$ cat config.mk
export PLATFORM = sky130hd
export DESIGN_NAME = mwr_packetizer
export DESIGN_NICKNAME = d
export VERILOG_FILES = /design/src/rtl/mwr_pkg.sv /design/src/rtl/mwr_cmd_hold.sv /design/src/rtl/mwr_beat_seq.sv /design/src/rtl/mwr_word_mux.sv /design/src/rtl/mwr_packetizer.sv
export SDC_FILE = /design/constraint.sdc
export NUM_CORES = 1
export LEC_CHECK = 0
export ABC_AREA = 1
export BUFFER_PORTS_ARGS = -buffer_cell sky130_fd_sc_hd__clkbuf_2
export CAP_MARGIN = 20
export CORE_MARGIN = 2
export CORE_UTILIZATION = 56
export DETAILED_ROUTE_END_ITERATION = 10
export MAX_ROUTING_LAYER = met4
export PLACE_DENSITY = 0.82
export REMOVE_ABC_BUFFERS = 1
export SLEW_MARGIN = 10
export SYNTH_ARGS = -nofsm -noshare
export SYNTH_HDL_FRONTEND = slang
export SYNTH_SLANG_ARGS = --single-unit
export TNS_END_PERCENT = 100
$ cat constraint.sdc
create_clock -name clk -period 4.8 [get_ports clk]
set_input_delay 0.48 -clock clk [delete_from_list [all_inputs] [get_ports clk]]
set_output_delay 0.48 -clock clk [all_outputs]
set_load 0.005 [all_outputs]
$ cat src/rtl/mwr_pkg.sv
package mwr_pkg;

    localparam int ADDR_W    = 64;
    localparam int WORD_W    = 32;
    localparam int BE_W      = WORD_W / 8;
    localparam int RID_W     = 16;
    localparam int TAG_W     = 8;
    localparam int LEN_W     = 10;
    localparam int TYPE_W    = 5;
    localparam int FMT_W     = 2;
    localparam int HDR_SHORT = 3;
    localparam int HDR_LONG  = 4;
    localparam int PKT_MAX   = HDR_LONG + 1;
    localparam int IDX_W     = $clog2(PKT_MAX);
    localparam int PAD_W     = WORD_W - 1 - FMT_W - TYPE_W - LEN_W;

    localparam logic [FMT_W-1:0]  FMT_SHORT_DATA = 2'b10;
    localparam logic [FMT_W-1:0]  FMT_LONG_DATA  = 2'b11;
    localparam logic [TYPE_W-1:0] TYPE_MEM_WR    = 5'b00000;
    localparam logic [LEN_W-1:0]  PAYLOAD_DW     = LEN_W'(1);
    localparam logic [WORD_W-1:0] DW_ALIGN_MASK  = ~WORD_W'(3);

    typedef enum logic [2:0] {
        WK_HDR0,
        WK_HDR1,
        WK_ADDR_HI,
        WK_ADDR_LO,
        WK_DATA
    } word_kind_t;

    typedef struct packed {
        logic                long_fmt;
        logic [ADDR_W-1:0]   addr;
        logic [WORD_W-1:0]   data;
        logic [BE_W-1:0]     be;
    } held_cmd_t;

    function automatic logic needs_long(input logic [ADDR_W-1:0] a);
        return |a[ADDR_W-1:WORD_W];
    endfunction

    function automatic logic [IDX_W-1:0] final_index(input logic long_fmt);
        return long_fmt ? IDX_W'(HDR_LONG) : IDX_W'(HDR_SHORT);
    endfunction

    function automatic word_kind_t kind_at(input logic [IDX_W-1:0] idx,
                                           input logic long_fmt);
        word_kind_t k;
        case (idx)
            IDX_W'(0): k = WK_HDR0;
            IDX_W'(1): k = WK_HDR1;
            IDX_W'(2): k = long_fmt ? WK_ADDR_HI : WK_ADDR_LO;
            IDX_W'(3): k = long_fmt ? WK_ADDR_LO : WK_DATA;
            default:   k = WK_DATA;
        endcase
        return k;
    endfunction

    function automatic logic [WORD_W-1:0] make_hdr0(input logic long_fmt);
        return {1'b0,
                long_fmt ? FMT_LONG_DATA : FMT_SHORT_DATA,
                TYPE_MEM_WR,
                {PAD_W{1'b0}},
                PAYLOAD_DW};
    endfunction

    function automatic logic [WORD_W-1:0] make_hdr1(input logic [RID_W-1:0] rid,
                                                    input logic [TAG_W-1:0] tag,
                                                    input logic [BE_W-1:0]  first_be);
        return {rid, tag, {BE_W{1'b0}}, first_be};
    endfunction

endpackage

$ cat src/rtl/mwr_cmd_hold.sv
module mwr_cmd_hold
    import mwr_pkg::*;
(
    input  logic                clk,
    input  logic                rst,
    input  logic                load,
    input  logic [ADDR_W-1:0]   addr,
    input  logic [WORD_W-1:0]   data,
    input  logic [BE_W-1:0]     be,
    output held_cmd_t           held
);

    held_cmd_t held_q;

    always_ff @(posedge clk) begin
        if (rst) begin
            held_q <= '0;
        end else if (load) begin
            held_q.long_fmt <= needs_long(addr);
            held_q.addr     <= addr;
            held_q.data     <= data;
            held_q.be       <= be;
        end
    end

    assign held = held_q;

endmodule

$ cat src/rtl/mwr_beat_seq.sv
module mwr_beat_seq
    import mwr_pkg::*;
(
    input  logic             clk,
    input  logic             rst,
    input  logic             load,
    input  logic             long_fmt,
    input  logic             out_ready,
    output logic             busy,
    output word_kind_t       kind,
    output logic [TAG_W-1:0] tag
);

    logic             busy_q;
    logic [IDX_W-1:0] idx_q;
    logic [TAG_W-1:0] tag_q;
    logic             beat_taken;
    logic             at_final;

    assign beat_taken = busy_q && out_ready;
    assign at_final   = (idx_q == final_index(long_fmt));

    always_ff @(posedge clk) begin
        if (rst) begin
            busy_q <= 1'b0;
            idx_q  <= '0;
        end else if (load) begin
            busy_q <= 1'b1;
            idx_q  <= '0;
        end else if (beat_taken) begin
            if (at_final) begin
                busy_q <= 1'b0;
                idx_q  <= '0;
            end else begin
                idx_q  <= idx_q + IDX_W'(1);
            end
        end
    end

    always_ff @(posedge clk) begin
        if (rst) begin
            tag_q <= '0;
        end else if (beat_taken && at_final) begin
            tag_q <= tag_q + TAG_W'(1);
        end
    end

    assign busy = busy_q;
    assign kind = kind_at(idx_q, long_fmt);
    assign tag  = tag_q;

endmodule

$ cat src/rtl/mwr_word_mux.sv
module mwr_word_mux
    import mwr_pkg::*;
#(
    parameter logic [RID_W-1:0] REQ_ID = 16'h0100
) (
    input  held_cmd_t           held,
    input  word_kind_t          kind,
    input  logic [TAG_W-1:0]    tag,
    output logic [WORD_W-1:0]   word
);

    always_comb begin
        case (kind)
            WK_HDR0:    word = make_hdr0(held.long_fmt);
            WK_HDR1:    word = make_hdr1(REQ_ID, tag, held.be);
            WK_ADDR_HI: word = held.addr[ADDR_W-1:WORD_W];
            WK_ADDR_LO: word = held.addr[WORD_W-1:0] & DW_ALIGN_MASK;
            default:    word = held.data;
        endcase
    end

endmodule

$ cat src/rtl/mwr_packetizer.sv
module mwr_packetizer
    import mwr_pkg::*;
#(
    parameter logic [RID_W-1:0] REQ_ID = 16'h0100
) (
    input  logic                clk,
    input  logic                rst,
    input  logic                cmd_valid,
    output logic                cmd_ready,
    input  logic [ADDR_W-1:0]   cmd_addr,
    input  logic [WORD_W-1:0]   cmd_data,
    input  logic [BE_W-1:0]     cmd_be,
    output logic                out_valid,
    input  logic                out_ready,
    output logic [WORD_W-1:0]   out_data,
    output logic                out_last
);

    held_cmd_t        held;
    word_kind_t       kind;
    logic [TAG_W-1:0] tag;
    logic             busy;
    logic             load;

    assign cmd_ready = !busy;
    assign load      = cmd_valid && !busy;

    mwr_cmd_hold u_hold (
        .clk  (clk),
        .rst  (rst),
        .load (load),
        .addr (cmd_addr),
        .data (cmd_data),
        .be   (cmd_be),
        .held (held)
    );

    mwr_beat_seq u_seq (
        .clk       (clk),
        .rst       (rst),
        .load      (load),
        .long_fmt  (held.long_fmt),
        .out_ready (out_ready),
        .busy      (busy),
        .kind      (kind),
        .tag       (tag)
    );

    mwr_word_mux #(.REQ_ID(REQ_ID)) u_mux (
        .held (held),
        .kind (kind),
        .tag  (tag),
        .word (out_data)
    );

    assign out_valid = busy;
    assign out_last  = busy && (kind == WK_DATA);

endmodule

-- After elaboration in Yosys (flattened, before gate mapping)
Index checks and enable logic that the tools add are counted.
- register bits: 113
- bits of input ports: 104
- output and inout port bits: 35
- word-level logic and storage cells: 39
- add/sub/neg operators: 2
- equal/unequal tests: 8
- muxes and demuxes: 10
- reductions and logical operators: 12
- operators with widths (kind ; number):
    one-hot mux 32 bit (4 select lines) ; 1
    OR reduction 32 bit ; 1
    == test 3 x 2 -> 1 bit, second input constant ; 4
    one-hot mux 3 bit (4 select lines) ; 1
    2-to-1 mux 3 bit ; 3
    adder 8 x 1 -> 8 bit, second input constant ; 1
    == test 3 x 1 -> 1 bit, second input constant ; 2
    zero test 3 bit ; 2
    2-to-1 mux 1 bit ; 5
    logical AND 1 bit ; 4
    nonzero test 2 bit ; 2
    adder 3 x 1 -> 3 bit, second input constant ; 1
    == test 3 bit ; 1
    == test 3 bit, second input constant ; 1
    AND reduction 2 bit ; 1
    OR reduction 2 bit ; 1
    zero test 1 bit ; 1

-- Longest topological paths before layout
- word-level depth: 5
- gate-level depth with buffers: 11
- depth with buffers taken out: 10

-- Modules after synthesis
Synthesis repeated with hierarchy kept, for this count alone.
- cell total of the unflattened synthesis: 747
- area, all modules: 5226.3 um^2
- by module, submodules not included (module ; times used ; cells an instance ; area an instance (um^2) ; sequential area each (um^2)):
    mwr_cmd_hold ; 1 ; 465 ; 3599.7 ; 2021.9
    mwr_word_mux ; 1 ; 167 ; 883.3 ; 0.0
    mwr_beat_seq ; 1 ; 107 ; 713.2 ; 240.2
    mwr_packetizer ; 1 ; 8 ; 30.0 ; 0.0

-- Worst setup path after synthesis
No wires, ideal clock.
- kind: flip-flop to output port
- from: register u_seq.idx_q[0]
- to: output port out_data[17]
- arrival: 1.478 ns
- required time: 4.320 ns
- setup slack: 2.842 ns
- stages on the path, launching flop included: 12
- buffers on the path: 2
- cells stage by stage: dfxtp_1 -> ha_1 -> ha_1 -> inv_1 -> nor2_2 -> inv_2 -> nand2_4 -> nor2_4 -> buf_6 -> buf_6 -> nand2_1 -> nand3_1
- longest elaborated chain between the ends: 4
- elaborated cells between the ends (all ways): 10
- those cells by class: eq/ne: 6; mux: 2; reduce/logical: 2
- RTL lines (element ; line ; source):
    start, declared ; mwr_beat_seq.sv:15 ; logic [IDX_W-1:0] idx_q;
    start signal, assigned ; mwr_beat_seq.sv:35 ; idx_q <= idx_q + IDX_W'(1);
    == test 3 x 2 -> 1 bit (tied with other cells) ; mwr_pkg.sv:49 ; case (idx)
    one-hot mux 3 bit (4 select lines) * ; mwr_pkg.sv:49 ;
    == test 3 x 2 -> 1 bit (tied with other cells) ; mwr_word_mux.sv:13 ; case (kind)
    one-hot mux 32 bit (4 select lines) * ; mwr_word_mux.sv:13 ;
    end, declared ; mwr_packetizer.sv:15 ; output logic [WORD_W-1:0] out_data,
Every way passes the cells marked *; elsewhere a longest branch is shown, timed or not.

-- Worst setup path after layout
- from: register u_seq.idx_q[0]
- to: output port out_data[30]
Same word-level chain as after synthesis.

==> results.toml <==
[outcome]
outcome = "finished, final reports clean"

[synth]
seq_area_frac_synth = 0.443
async_flop_share = 0
synth-edff-count = 0
syn_avg_cell_area_um2 = 6.91
synth_top_flop_cell = "sky130_fd_sc_hd__dfxtp_1"
synth_cells = 726
synth.ff_latch_count = 111
synthesis.area_mm2 = 0.00502
synth.yosys.warnings = 0
ys_types = 27

[worst_setup_path]
cp-end-kind = "primary output"
timing.critical_path.required_ns = 4.32
critical-path-slowest-cell = "sky130_fd_sc_hd__nand2_2"
setup.worst_path.class = "reg -> out"
worst_ep_arrival_time_ns = 2.67
critical_path.max_stage_delay_ns = 0.62
worstPathCellList = "ha_1, ha_1, inv_1, nand2_2, inv_1, nand2_1, nand2_2, inv_1, nand2_1, nand4_1, clkbuf_2"
path_delay_family = "simple AND/OR/NAND/NOR gates"
critical_path.most_common_cell = "sky130_fd_sc_hd__inv_1"
worst-path-max-fanout = 34
critical_path_buf_inv_count = 4
timing.critical_path.from_type = "flip-flop"

[global_routing]
grt_start_max_net_pins = 128
first_pass_grt_wire_length_um = 21000
globalRouteOverflowTotal = 0
grt_pass1_vias = 4769
antenna_found_initial = 0
grt_use_total = 0.267

[clocking]
cts_setup_buffers = 0
tritoncts_num_sinks = 111
clockRootBuffer = "sky130_fd_sc_hd__clkbuf_8"
cts_made_buffers = 9
clockBufferDepth = 2
worst_path_clk_slew_ns = 0.12
clkLatencyLatePin_ns = 0.37
post_cts_resize_count = 0
ctsHtreeMaxLevel = 3
number_of_hold_buffers_added_after_cts = 0
tritoncts = "built"

[placed_design]
post-dp-hpwl_um = 8160
port_buffers = 136
final_gp_congestion = 0.832

[cells_and_area]
n_antenna_cell = 0
area.growth.synth_to_final_pct = 16.4
drive_gt1_frac = 0.209
final_core_utilization = 0.670
layout.filler_cells = 800
final_nets = 943

[die]
rows = 34
die-height_um = 98.7
pin_count = 139
initial_core_util = 0.576
floorplan.die.width_um = 98.7
core_region_area_mm2 = 0.00872
area_of_the_die_mm2 = 0.00974

[detailed_routing]
via_count = 4941
drtAntennaViolNets = 0
drc_violations_left = 0
route.detailed.vias_per_inst = 5.23
detailedRoute.firstIterationViolations = 240
postRouteWirelength_um = 12500
detail_route.wl_per_cell_um = 13.2
detailedRoute.firstPassIterationCount = 5

[timing]
timing_max_transition_violations_final = 0
timing.hold.ws_ns = 0.323
finalClockSkew_ns = 0.0116
worstMarginPinSlew_ns = 1.07
timing.final.crit_period_ns = 3.15
post-route-period-util = 0.655
slew-limit-headroom = 0.287
max_freq_mhz = 318
finalHoldViolCount = 0
unrepaired_setup_endpoints_after_global_routing = "false"
finalSetupViolations = 0

[flow_run]
max_capacitance_violation_total = 0

[power]
leakage_component_of_the_power_nw = 2.82
power_density_mw_per_mm2 = 320
max-vdd-ir-drop_uv = 185

[hold_path]
worstHoldPathType = "in -> reg"
[cell families (layout without fill, tap and decap cells)]
family	Yosys count	after routing	share of synthesized area
AND/OR/NAND/NOR	372	372	0.307
AO/OA/AOI/OAI	141	141	0.143
flip-flops	111	111	0.443
buffers and inverters	92	203	0.0845
adder cells (fa/ha/maj)	7	7	0.0174
XOR/XNOR	3	3	0.00524
[worst register-to-register path: cells and delay by family (launching register included)]
family        cells  cell delay, ns
flops             1            0.37
simple gates      4            0.61
buf+inv           1            0.75
[metal layers]
| metal | vias up | GRT usage | routed length [µm] |
|---|---|---|---|
| li1 | 2537 | - | - |
| met1 | 2217 | 0.330 | 5590 |
| met2 | 165 | 0.441 | 5790 |
| met3 | 22 | 0.0546 | 856 |
| met4 | 0 | 0.0875 | 247 |
| met5 | - | - | 0 |
[registers in the layout, indices dropped and copies added (netlist names)]
| signal | flops |
|---|---|
| u_seq.busy | 1 |
| u_seq.idx_q | 3 |
| u_hold.held | 99 |
| u_seq.tag | 8 |
[Yosys cell counts (5+ instances only)]
cell	number	area, µm²
sky130_fd_sc_hd__nor2_1	164	616
sky130_fd_sc_hd__nand2_1	140	526
sky130_fd_sc_hd__dfxtp_1	111	2220
sky130_fd_sc_hd__o21ai_0	103	515
sky130_fd_sc_hd__inv_1	44	165
sky130_fd_sc_hd__a21oi_1	34	170
sky130_fd_sc_hd__nand3_1	32	160
sky130_fd_sc_hd__clkbuf_1	25	93.8
sky130_fd_sc_hd__nand4_1	20	125
sky130_fd_sc_hd__buf_6	7	78.8
sky130_fd_sc_hd__ha_1	7	87.6
sky130_fd_sc_hd__buf_2	6	30.0
sky130_fd_sc_hd__buf_4	5	37.5
sky130_fd_sc_hd__nand2_2	5	31.3
[final timing paths]
kind	startpoint	endpoint	slack (ns)	cells past startpoint
setup / recovery	u_seq.idx_q[0]$_SDFFE_PP0P_	out_data[30]	1.65	11
hold / removal	cmd_data[5]	u_hold.held[9]$_SDFFE_PP0P_	0.32	3
setup reg to reg	u_seq.busy$_SDFFE_PP0P_	u_hold.held[100]$_SDFFE_PP0P_	2.96	5
hold reg to reg	u_hold.held[79]$_SDFFE_PP0P_	u_hold.held[79]$_SDFFE_PP0P_	0.51	2
[power breakdown]
part	internal, mW	leakage (nW)	total (mW)	switching, mW
sequential	0.988	0.917	1.02	0.0338
combinational	0.0977	1.80	0.256	0.158
clock	0.254	0.104	0.593	0.339
total	1.34	2.82	1.87	0.531
[cell type report]
class	instances	area (µm²)	share of cell area
multi-input combinational	523	2380	0.407
sequential	111	2220	0.380
timing repair buffer	139	716	0.122
inverter	48	180	0.0308
tap	108	135	0.0231
clock buffer	9	124	0.0212
clock inverter	7	86.3	0.0148
[cell usage in the layout (no fill, tap or decap)]
master / count
sky130_fd_sc_hd__nand2_4: 1
sky130_fd_sc_hd__nand2_2: 5
sky130_fd_sc_hd__inv_2: 5
sky130_fd_sc_hd__o21ai_2: 1
sky130_fd_sc_hd__buf_12: 1
sky130_fd_sc_hd__nor2_4: 3
sky130_fd_sc_hd__xor2_1: 2
sky130_fd_sc_hd__ha_1: 7
sky130_fd_sc_hd__a21oi_1: 34
sky130_fd_sc_hd__nor2_2: 3
sky130_fd_sc_hd__nand3_2: 1
sky130_fd_sc_hd__dfxtp_1: 111
sky130_fd_sc_hd__nand4_1: 20
sky130_fd_sc_hd__nand2_1: 140
sky130_fd_sc_hd__clkbuf_8: 9
sky130_fd_sc_hd__bufinv_16: 1
sky130_fd_sc_hd__xnor2_1: 1
sky130_fd_sc_hd__buf_4: 2
sky130_fd_sc_hd__inv_8: 2
sky130_fd_sc_hd__clkinv_4: 1
sky130_fd_sc_hd__clkinvlp_4: 1
sky130_fd_sc_hd__inv_1: 43
sky130_fd_sc_hd__o21ai_0: 103
sky130_fd_sc_hd__a211oi_1: 3
sky130_fd_sc_hd__nand3_1: 32
sky130_fd_sc_hd__or2_2: 1
sky130_fd_sc_hd__and3_1: 1
sky130_fd_sc_hd__nor2_1: 163
sky130_fd_sc_hd__inv_6: 2
sky130_fd_sc_hd__clkbuf_2: 136
sky130_fd_sc_hd__nor3_1: 2
[metrics by stage]
stage          std cells  setup slack (ns)  area (µm²)  setup TNS, ns  total power [mW]
6_report             945              1.65        5840              0              1.87
5_1_grt              945              1.46        5840              0              1.96
4_1_cts              945              1.66        5840              0              1.88
3_5_place_dp         929              2.09        5630              0              1.29
3_3_place_gp         928              2.16        5610              0              1.28
2_1_floorplan        682            -0.785        4780         -56.52              1.18
(Power assumes the default switching activity.)
